--- src/rtl/mcc_pkg.sv ---
package mcc_pkg;

  localparam int OPC_W = 6;

  localparam logic [OPC_W-1:0] OPC_RTYPE = 6'b000000;
  localparam logic [OPC_W-1:0] OPC_LOAD  = 6'b100011;
  localparam logic [OPC_W-1:0] OPC_STORE = 6'b101011;
  localparam logic [OPC_W-1:0] OPC_BEQ   = 6'b000100;
  localparam logic [OPC_W-1:0] OPC_JUMP  = 6'b000010;

  localparam logic [1:0] ALU_ADD  = 2'b00;
  localparam logic [1:0] ALU_SUB  = 2'b01;
  localparam logic [1:0] ALU_FUNC = 2'b10;

  localparam logic [1:0] SRCB_REG  = 2'b00;
  localparam logic [1:0] SRCB_FOUR = 2'b01;
  localparam logic [1:0] SRCB_IMM  = 2'b10;
  localparam logic [1:0] SRCB_IMM4 = 2'b11;

  localparam logic [1:0] PCS_ALU  = 2'b00;
  localparam logic [1:0] PCS_HOLD = 2'b01;
  localparam logic [1:0] PCS_JMP  = 2'b10;

  typedef enum logic [3:0] {
    ST_FETCH,
    ST_DECODE,
    ST_ADDR,
    ST_LDRD,
    ST_LDWB,
    ST_STWR,
    ST_EXEC,
    ST_RDONE,
    ST_BRANCH,
    ST_JUMP
  } mcc_state_e;

  typedef struct packed {
    logic       mem_rd;
    logic       mem_wr;
    logic       addr_sel;
    logic       ir_we;
    logic       reg_we;
    logic       dst_sel;
    logic       wb_sel;
    logic       srca_sel;
    logic [1:0] srcb_sel;
    logic [1:0] alu_cls;
    logic [1:0] pc_src;
    logic       pc_we;
    logic       pc_we_cond;
  } mcc_ctrl_t;

endpackage

--- src/rtl/mcc_seq.sv ---
module mcc_seq
  import mcc_pkg::*;
#(
  parameter int OW = OPC_W
) (
  input  logic          clk,
  input  logic          rst_n,
  input  logic [OW-1:0] opcode,
  output mcc_state_e    state
);

  mcc_state_e state_q, state_d;

  always_comb begin
    state_d = state_q;
    unique case (state_q)
      ST_FETCH:  state_d = ST_DECODE;
      ST_DECODE: begin
        unique case (opcode)
          OPC_LOAD, OPC_STORE: state_d = ST_ADDR;
          OPC_RTYPE:           state_d = ST_EXEC;
          OPC_BEQ:             state_d = ST_BRANCH;
          OPC_JUMP:            state_d = ST_JUMP;
          default:             state_d = ST_FETCH;
        endcase
      end
      ST_ADDR:   state_d = (opcode == OPC_LOAD) ? ST_LDRD : ST_STWR;
      ST_LDRD:   state_d = ST_LDWB;
      ST_EXEC:   state_d = ST_RDONE;
      ST_LDWB, ST_STWR, ST_RDONE, ST_BRANCH, ST_JUMP: state_d = ST_FETCH;
      default:   state_d = ST_FETCH;
    endcase
  end

  always_ff @(posedge clk or negedge rst_n) begin
    if (!rst_n) state_q <= ST_FETCH;
    else        state_q <= state_d;
  end

  assign state = state_q;

  logic known_op;
  assign known_op = (opcode == OPC_LOAD) || (opcode == OPC_STORE) ||
                    (opcode == OPC_RTYPE) || (opcode == OPC_BEQ) ||
                    (opcode == OPC_JUMP);

  assert_fetch_to_decode_R2: assert property (@(posedge clk) disable iff (!rst_n)
    state_q == ST_FETCH |=> state_q == ST_DECODE);

  assert_load_read_then_wb_R4: assert property (@(posedge clk) disable iff (!rst_n)
    state_q == ST_LDRD |=> state_q == ST_LDWB);

  assert_exec_then_done_R6: assert property (@(posedge clk) disable iff (!rst_n)
    state_q == ST_EXEC |=> state_q == ST_RDONE);

  assert_unknown_op_refetch_R9: assert property (@(posedge clk) disable iff (!rst_n)
    (state_q == ST_DECODE && !known_op) |=> state_q == ST_FETCH);

  assert_final_to_fetch_R10: assert property (@(posedge clk) disable iff (!rst_n)
    (state_q inside {ST_LDWB, ST_STWR, ST_RDONE, ST_BRANCH, ST_JUMP})
      |=> state_q == ST_FETCH);

endmodule

--- src/rtl/mcc_outdec.sv ---
module mcc_outdec
  import mcc_pkg::*;
(
  input  logic       clk,
  input  logic       rst_n,
  input  mcc_state_e state,
  output mcc_ctrl_t  ctrl
);

  always_comb begin
    ctrl = '0;
    unique case (state)
      ST_FETCH: begin
        ctrl.mem_rd   = 1'b1;
        ctrl.addr_sel = 1'b0;
        ctrl.ir_we    = 1'b1;
        ctrl.srca_sel = 1'b0;
        ctrl.srcb_sel = SRCB_FOUR;
        ctrl.alu_cls  = ALU_ADD;
        ctrl.pc_src   = PCS_ALU;
        ctrl.pc_we    = 1'b1;
      end
      ST_DECODE: begin
        ctrl.srca_sel = 1'b0;
        ctrl.srcb_sel = SRCB_IMM4;
        ctrl.alu_cls  = ALU_ADD;
      end
      ST_ADDR: begin
        ctrl.srca_sel = 1'b1;
        ctrl.srcb_sel = SRCB_IMM;
        ctrl.alu_cls  = ALU_ADD;
      end
      ST_LDRD: begin
        ctrl.mem_rd   = 1'b1;
        ctrl.addr_sel = 1'b1;
      end
      ST_LDWB: begin
        ctrl.reg_we   = 1'b1;
        ctrl.dst_sel  = 1'b0;
        ctrl.wb_sel   = 1'b1;
      end
      ST_STWR: begin
        ctrl.mem_wr   = 1'b1;
        ctrl.addr_sel = 1'b1;
      end
      ST_EXEC: begin
        ctrl.srca_sel = 1'b1;
        ctrl.srcb_sel = SRCB_REG;
        ctrl.alu_cls  = ALU_FUNC;
      end
      ST_RDONE: begin
        ctrl.reg_we   = 1'b1;
        ctrl.dst_sel  = 1'b1;
        ctrl.wb_sel   = 1'b0;
      end
      ST_BRANCH: begin
        ctrl.srca_sel   = 1'b1;
        ctrl.srcb_sel   = SRCB_REG;
        ctrl.alu_cls    = ALU_SUB;
        ctrl.pc_src     = PCS_HOLD;
        ctrl.pc_we_cond = 1'b1;
      end
      ST_JUMP: begin
        ctrl.pc_src   = PCS_JMP;
        ctrl.pc_we    = 1'b1;
      end
      default: ctrl = '0;
    endcase
  end

  assert_mem_rw_exclusive_R11: assert property (@(posedge clk) disable iff (!rst_n)
    !(ctrl.mem_rd && ctrl.mem_wr));

  assert_one_writer_R11: assert property (@(posedge clk) disable iff (!rst_n)
    $onehot0({ctrl.mem_wr, ctrl.reg_we, ctrl.pc_we, ctrl.pc_we_cond}));

  assert_ir_only_in_fetch_R2: assert property (@(posedge clk) disable iff (!rst_n)
    ctrl.ir_we |=> !ctrl.ir_we);

endmodule

--- src/rtl/mcc_ctrl.sv ---
module mcc_ctrl
  import mcc_pkg::*;
#(
  parameter int OW = OPC_W
) (
  input  logic          clk,
  input  logic          rst_n,
  input  logic [OW-1:0] opcode,
  output logic          mem_rd,
  output logic          mem_wr,
  output logic          addr_sel,
  output logic          ir_we,
  output logic          reg_we,
  output logic          dst_sel,
  output logic          wb_sel,
  output logic          srca_sel,
  output logic [1:0]    srcb_sel,
  output logic [1:0]    alu_cls,
  output logic [1:0]    pc_src,
  output logic          pc_we,
  output logic          pc_we_cond
);

  mcc_state_e state;
  mcc_ctrl_t  ctrl;

  mcc_seq #(.OW(OW)) u_seq (
    .clk    (clk),
    .rst_n  (rst_n),
    .opcode (opcode),
    .state  (state)
  );

  mcc_outdec u_dec (
    .clk   (clk),
    .rst_n (rst_n),
    .state (state),
    .ctrl  (ctrl)
  );

  assign mem_rd     = ctrl.mem_rd;
  assign mem_wr     = ctrl.mem_wr;
  assign addr_sel   = ctrl.addr_sel;
  assign ir_we      = ctrl.ir_we;
  assign reg_we     = ctrl.reg_we;
  assign dst_sel    = ctrl.dst_sel;
  assign wb_sel     = ctrl.wb_sel;
  assign srca_sel   = ctrl.srca_sel;
  assign srcb_sel   = ctrl.srcb_sel;
  assign alu_cls    = ctrl.alu_cls;
  assign pc_src     = ctrl.pc_src;
  assign pc_we      = ctrl.pc_we;
  assign pc_we_cond = ctrl.pc_we_cond;

  assert_store_write_ends_R5: assert property (@(posedge clk) disable iff (!rst_n)
    mem_wr |=> (ir_we && mem_rd));

  assert_branch_ends_R7: assert property (@(posedge clk) disable iff (!rst_n)
    pc_we_cond |=> ir_we);

endmodule

--- config.mk ---
export PLATFORM = sky130hd
export DESIGN_NAME = mcc_ctrl
export DESIGN_NICKNAME = d
export VERILOG_FILES = /design/src/rtl/mcc_pkg.sv /design/src/rtl/mcc_seq.sv /design/src/rtl/mcc_outdec.sv /design/src/rtl/mcc_ctrl.sv
export SDC_FILE = /design/constraint.sdc
export NUM_CORES = 1
export LEC_CHECK = 0
export BUFFER_PORTS_ARGS = -buffer_cell sky130_fd_sc_hd__buf_2
export CAP_MARGIN = 20
export CORE_AREA = 3 3 40 42
export DETAILED_ROUTE_END_ITERATION = 10
export DIE_AREA = 0 0 43 45
export PLACE_DENSITY_LB_ADDON = 0.08
export SYNTH_ARGS = -nofsm -noshare
export SYNTH_HDL_FRONTEND = slang
export SYNTH_SLANG_ARGS = --single-unit
--- constraint.sdc ---
create_clock -name clk -period 1.2 [get_ports clk]
set_clock_uncertainty 0.05 [all_clocks]
set_input_delay 0.12 -clock clk [delete_from_list [all_inputs] [get_ports clk]]
set_output_delay 0.12 -clock clk [all_outputs]
set_load 0.005 [all_outputs]
* Word level (Yosys, flattened, before mapping)
Index checks and enable logic that the tools add are counted.
** Word-level totals
- Flip-flop bits (word level) :: 4
- Latch bits :: 0
- RAM bits :: 0
- ROM bits :: 0
- Input bits :: 8
- Output and inout port bits :: 16
- Word-level logic and storage cells :: 32
- Memories kept :: 0
** Operators by class
- Add/sub/neg operators :: 0
- Multiply operators :: 0
- Div/mod/pow operators :: 0
- $lt $le $gt $ge :: 0
- Equality and inequality tests :: 13
- Shifts and indexed selects :: 0
- Multiplexer cells :: 12
- Bitwise operators :: 0
- Reductions and logical operators :: 6
** Operators with widths (count)
- 5-bit case mux with 5 select lines :: 1
- 4-bit case mux with 5 select lines :: 1
- 4-bit by 3-bit equality test with 1-bit output, second input constant :: 4
- 4-bit case mux with 4 select lines :: 1
- 6-bit equality test, second input constant :: 2
- 4-bit by 2-bit equality test with 1-bit output, second input constant :: 2
- 4-bit equality test, second input constant :: 2
- 2-bit OR reduction :: 4
- 6-bit by 2-bit equality test with 1-bit output, second input constant :: 1
- 6-bit by 3-bit equality test with 1-bit output, second input constant :: 1
- 6-bit zero test :: 1
- 1-bit two-way mux :: 6
- 3-bit case mux with 2 select lines :: 1
- 4-bit by 1-bit equality test with 1-bit output, second input constant :: 1
- 4-bit zero test :: 1
- 2-bit case mux with 2 select lines :: 1
- 3-bit two-way mux :: 1

* Longest topological paths before layout
- Depth in word-level cells :: 4
- Mapped depth :: 4
- Mapped depth without buffers :: 3

* By module
Synthesis repeated with hierarchy kept, for this count alone.
** Unflattened totals
- Cell total of the unflattened synthesis :: 49
- Area total of the unflattened synthesis :: 439.2 µm²
** By module, submodules not included
- mcc_seq :: times used 1, cells each 24, area an instance 247.7 µm²
- mcc_outdec :: times used 1, cells each 25, area an instance 191.4 µm²

* Least setup slack after synthesis
Ideal clock, no wire load.
- Path type :: flip-flop to output port
- Start :: register u_seq.state_q[0] (netlist: u_seq.state[0])
- End :: output pc_src[0]
- Arrival time :: 1.053 ns
- Path slack :: -0.023 ns
- Stages on the path, launching flop included :: 5
- Path buffers :: 3
- Cell sequence :: dfrtp_1 -> buf_6 -> buf_2 -> nor3_1 -> buf_4
** Between the ends
- Word-level cells in the longest chain between the ends :: 2
** RTL lines
- start, declared :: RTL line mcc_seq.sv:12 : mcc_state_e state_q, state_d;
- start signal, assigned :: RTL line mcc_seq.sv:37 : else state_q <= state_d;
- 4-bit equality test :: RTL line mcc_outdec.sv:12 : unique case (state)
- 2-bit case mux with 2 select lines (*) :: RTL line mcc_outdec.sv:12
- end, declared :: RTL line mcc_ctrl.sv:19 : output logic [1:0] pc_src,
Every way passes the cells marked *; elsewhere a longest branch is shown, timed or not.

* Final worst setup path
- Start :: register u_seq.state_q[0] (netlist: u_seq.state[0])
- End :: output srcb_sel[1]
** Between the ends
- Word-level cells in the longest chain between the ends :: 2
** RTL lines
- 4-bit equality test (tied with other cells) :: RTL line mcc_outdec.sv:12
- 5-bit case mux with 5 select lines (*) :: RTL line mcc_outdec.sv:12
- end, declared :: RTL line mcc_ctrl.sv:17 : output logic [1:0] srcb_sel,
Marks and branches as above.

==> flow_summary.json <==
{
  "swShare": 0.3805,
  "crit_fanout": 4,
  "overflow": 0,
  "crit_path_start_kind": "register",
  "slowest_delay_ns": 0.42,
  "p_switching_mw": 0.3660,
  "synth-seq-area-share": 0.2192,
  "critical_path.cell_chain": "buf_4 > xor2_4 > and2_1 > buf_2",
  "drc_errors": 0,
  "die_height_um": 45,
  "dieWidth_um": 43,
  "clock-root-buffer": "clkbuf_4",
  "via_per_inst": 5.000,
  "place_area_um2": 653.1,
  "clockPowerShare": 0.172,
  "pwr-share-comb": 0.632,
  "violations": "setup timing",
  "rows": 13,
  "drive_gt1_frac": 0.6875,
  "slowest_stage": "dfrtp_1",
  "holdPathEnd": "u_seq.state[2]",
  "holdPathStages": 2,
  "timing.final.ws_setup_ns": -0.2326,
  "timing.rr.start": "u_seq.state[1]",
  "worst_slew_pin_slew_ns": 0.2349,
  "syn_nets": 63,
  "vias": 555,
  "synth_seq_cells": 4,
  "grt_pass1_vias": 508,
  "drt-initial-drc-count": 3,
  "gp_congestion": 0.8400,
  "ir_drop_mv": 0.7227,
  "crit_path_end_kind": "output port",
  "rr_endpoint": "u_seq.state[2]",
  "period_minus_slack_ns": 1.433,
  "syn_area_per_cell_um2": 8.303,
  "fin_nets": 106,
  "initial_core_util": 0.3554,
  "numCtsBuffers": 3,
  "p_int_mw": 0.5958,
  "hold_start": "opcode[1]",
  "setup_viol": 18,
  "worst-r2r-cell-count": 4,
  "worstPathArrival_ns": 1.26,
  "ys_types": 28,
  "routed_wirelength_um": 1320,
  "grt_pass1_wl_um": 2056,
  "grt_max_degree": 11,
  "seqPwrFrac": 0.196,
  "pin_count": 24,
  "maxSlewHeadroom": 0.8419,
  "yosysWarnings": 0,
  "antenna_found_initial": 0,
  "area_growth_pct": 85.21,
  "p_leak_nw": 0.4075,
  "h-tree-depth": 1,
  "firstDrtPassIters": 3,
  "hpwl_um": 933.1,
  "outcome": "finished with violations",
  "core-area_um2": 1285,
  "path_clk_slew_ns": 0.04,
  "rsz0062_at_grt": "true",
  "dpl_worst_slack_ns": -0.07727,
  "drv_slew": 0,
  "largest_register_ffs": 4,
  "utilization": 0.6582,
  "min_path_type": "in -> reg",
  "finalHoldViolCount": 0,
  "clk_latency_ns": 0.23,
  "crit_buf_inv": 2,
  "cts_sinks": 4,
  "syn_area_um2": 456.7,
  "portBuffers": 23,
  "antenna_left": 0,
  "tritoncts": "yes",
  "ff2ff_setup_slack_ns": -0.05,
  "finalInstanceArea_um2": 845.8,
  "syn_inst": 55,
  "wl_per_cell_um": 11.89,
  "power_density_nw_per_um2": 1137,
  "critical_path_class": "reg -> out",
  "critical-path-top-delay-family": "flip-flops",
  "cts_buffer_depth": 2,
  "fmax_ghz": 0.6980,
  "die_area_um2": 1935,
  "fill_cells": 121,
  "grt_util_all_layers": 0.1438,
  "diodes": 0,
  "period_share": 1.194,
  "cp.required_ns": 1.03,
  "max_cap_viol_count": 0
}
-- power by group through the flow --
stage               logic, mW  clock network, mW  registers (mW)
detailed placement      0.477                  0           0.182
global route            0.672              0.187           0.190
CTS                     0.501              0.177           0.181
finish                  0.608              0.165           0.189
floorplan               0.305                  0           0.169
global placement        0.476                  0           0.181
-- worst register-to-register path, stage by stage, from the launching register on --
cell	delay, ns
dfrtp_1	0.38
buf_4	0.17
nor3b_4	0.20
nand3_2	0.13
o32ai_2	0.21
-- worst max-delay path by stage --
stage / start / end / slack, ns / depth (start not counted)
2_1_floorplan: u_seq.state[0] / pc_src[0] / 0.06 / 4
6_report: u_seq.state[0] / srcb_sel[1] / -0.23 / 4
3_5_place_dp: u_seq.state[1] / u_seq.state[2] / -0.08 / 4
5_1_grt: u_seq.state[3] / pc_we / -0.32 / 4
4_1_cts: u_seq.state[1] / mem_rd / -0.23 / 4
3_3_place_gp: u_seq.state[1] / u_seq.state[2] / -0.05 / 4
-- area by class of cell --
class,count,area (um2),area share
Sequential cell,4,101.3,0.1198
Clock buffer,3,22.52,0.02663
Tap cell,15,18.77,0.02219
Timing Repair Buffer,44,305.3,0.3609
Multi-Input combinational cell,45,397.9,0.4704
-- Yosys cell counts --
| cell type | instances | area [um2] |
|---|---|---|
| nand2_1 | 4 | 15.01 |
| nand2b_1 | 3 | 18.77 |
| and4b_1 | 1 | 10.01 |
| nor2b_1 | 1 | 6.260 |
| o221ai_1 | 1 | 8.760 |
| o32ai_1 | 1 | 8.760 |
| and3_1 | 2 | 12.51 |
| nor3_2 | 1 | 10.01 |
| xnor2_1 | 2 | 17.52 |
| and2b_1 | 1 | 7.510 |
| nor4_1 | 2 | 12.51 |
| dfrtp_1 | 4 | 100.1 |
| and2_1 | 1 | 6.260 |
| nand4_1 | 1 | 6.260 |
| o32ai_2 | 1 | 16.27 |
| xor2_1 | 1 | 8.760 |
| a21oi_1 | 1 | 5.000 |
| nor2_1 | 6 | 22.52 |
| nor3_1 | 8 | 40.04 |
| xor2_2 | 1 | 16.27 |
| nand3b_1 | 1 | 7.510 |
| nor3b_2 | 2 | 25.02 |
| mux2_2 | 1 | 11.26 |
| nor2_2 | 1 | 6.260 |
| nand3_2 | 1 | 10.01 |
| buf_6 | 2 | 22.52 |
| buf_2 | 2 | 10.01 |
| buf_4 | 2 | 15.01 |
-- through the flow --
| step | power [mW] | TNS, ns | hold WS [ns] | instances |
|---|---|---|---|---|
| after global placement | 0.6571 | -0.05766 | -0.1244 | 101 |
| final | 0.9618 | -2.769 | 0.1170 | 111 |
| after global routing | 1.049 | -4.243 | 0.1211 | 111 |
| after CTS | 0.8593 | -2.607 | 0.1030 | 109 |
| after detailed placement | 0.6587 | -0.1112 | -0.1217 | 101 |
| after floorplan | 0.4739 | 0 | -0.2256 | 55 |
-- layout by cell type, fill, tap and decap left out, types with 2 or more instances in the layout --
master,instances
xnor2_1,2
nor2_2,2
nor3_1,5
buf_4,12
nor4_1,2
and3_1,2
nand2b_4,2
dfrtp_1,3
buf_2,23
clkbuf_4,3
buf_6,8
nor2_4,2
nand2_1,3
o32ai_2,2
nor2_1,3
nor3_2,3
-- logic make-up (layout without fill, tap and decap cells) --
| kind of cell | after synthesis | in the layout | share of synthesized area |
|---|---|---|---|
| DFF | 4 | 4 | 0.2192 |
| buffers and inverters | 6 | 47 | 0.1041 |
| xor gates and xnor gates | 4 | 4 | 0.09317 |
| AOI/OAI and AO/OA | 4 | 4 | 0.08494 |
| muxes | 1 | 1 | 0.02466 |
| and+or+nand+nor | 36 | 36 | 0.4740 |
-- layer usage --
metal / GRT usage / routed length, um / vias up
met3: 0.03586 / 82 / 0
met1: 0.1610 / 509 / 259
li1: - / - / 278
met4: 0.07229 / 0 / 0
met5: 0 / 0 / -
met2: 0.2545 / 728 / 18
-- what timing repair did --
item	CTS	global route
cloned	0	0
endpoints found under the hold margin	4	0
endpoints found under the setup margin	18	20
buffers inserted	4	2
pin swaps	6	2
gates resized for setup	11	13
hold buffers	1	0
No activity file was read; power rests on OpenSTA's default activity.
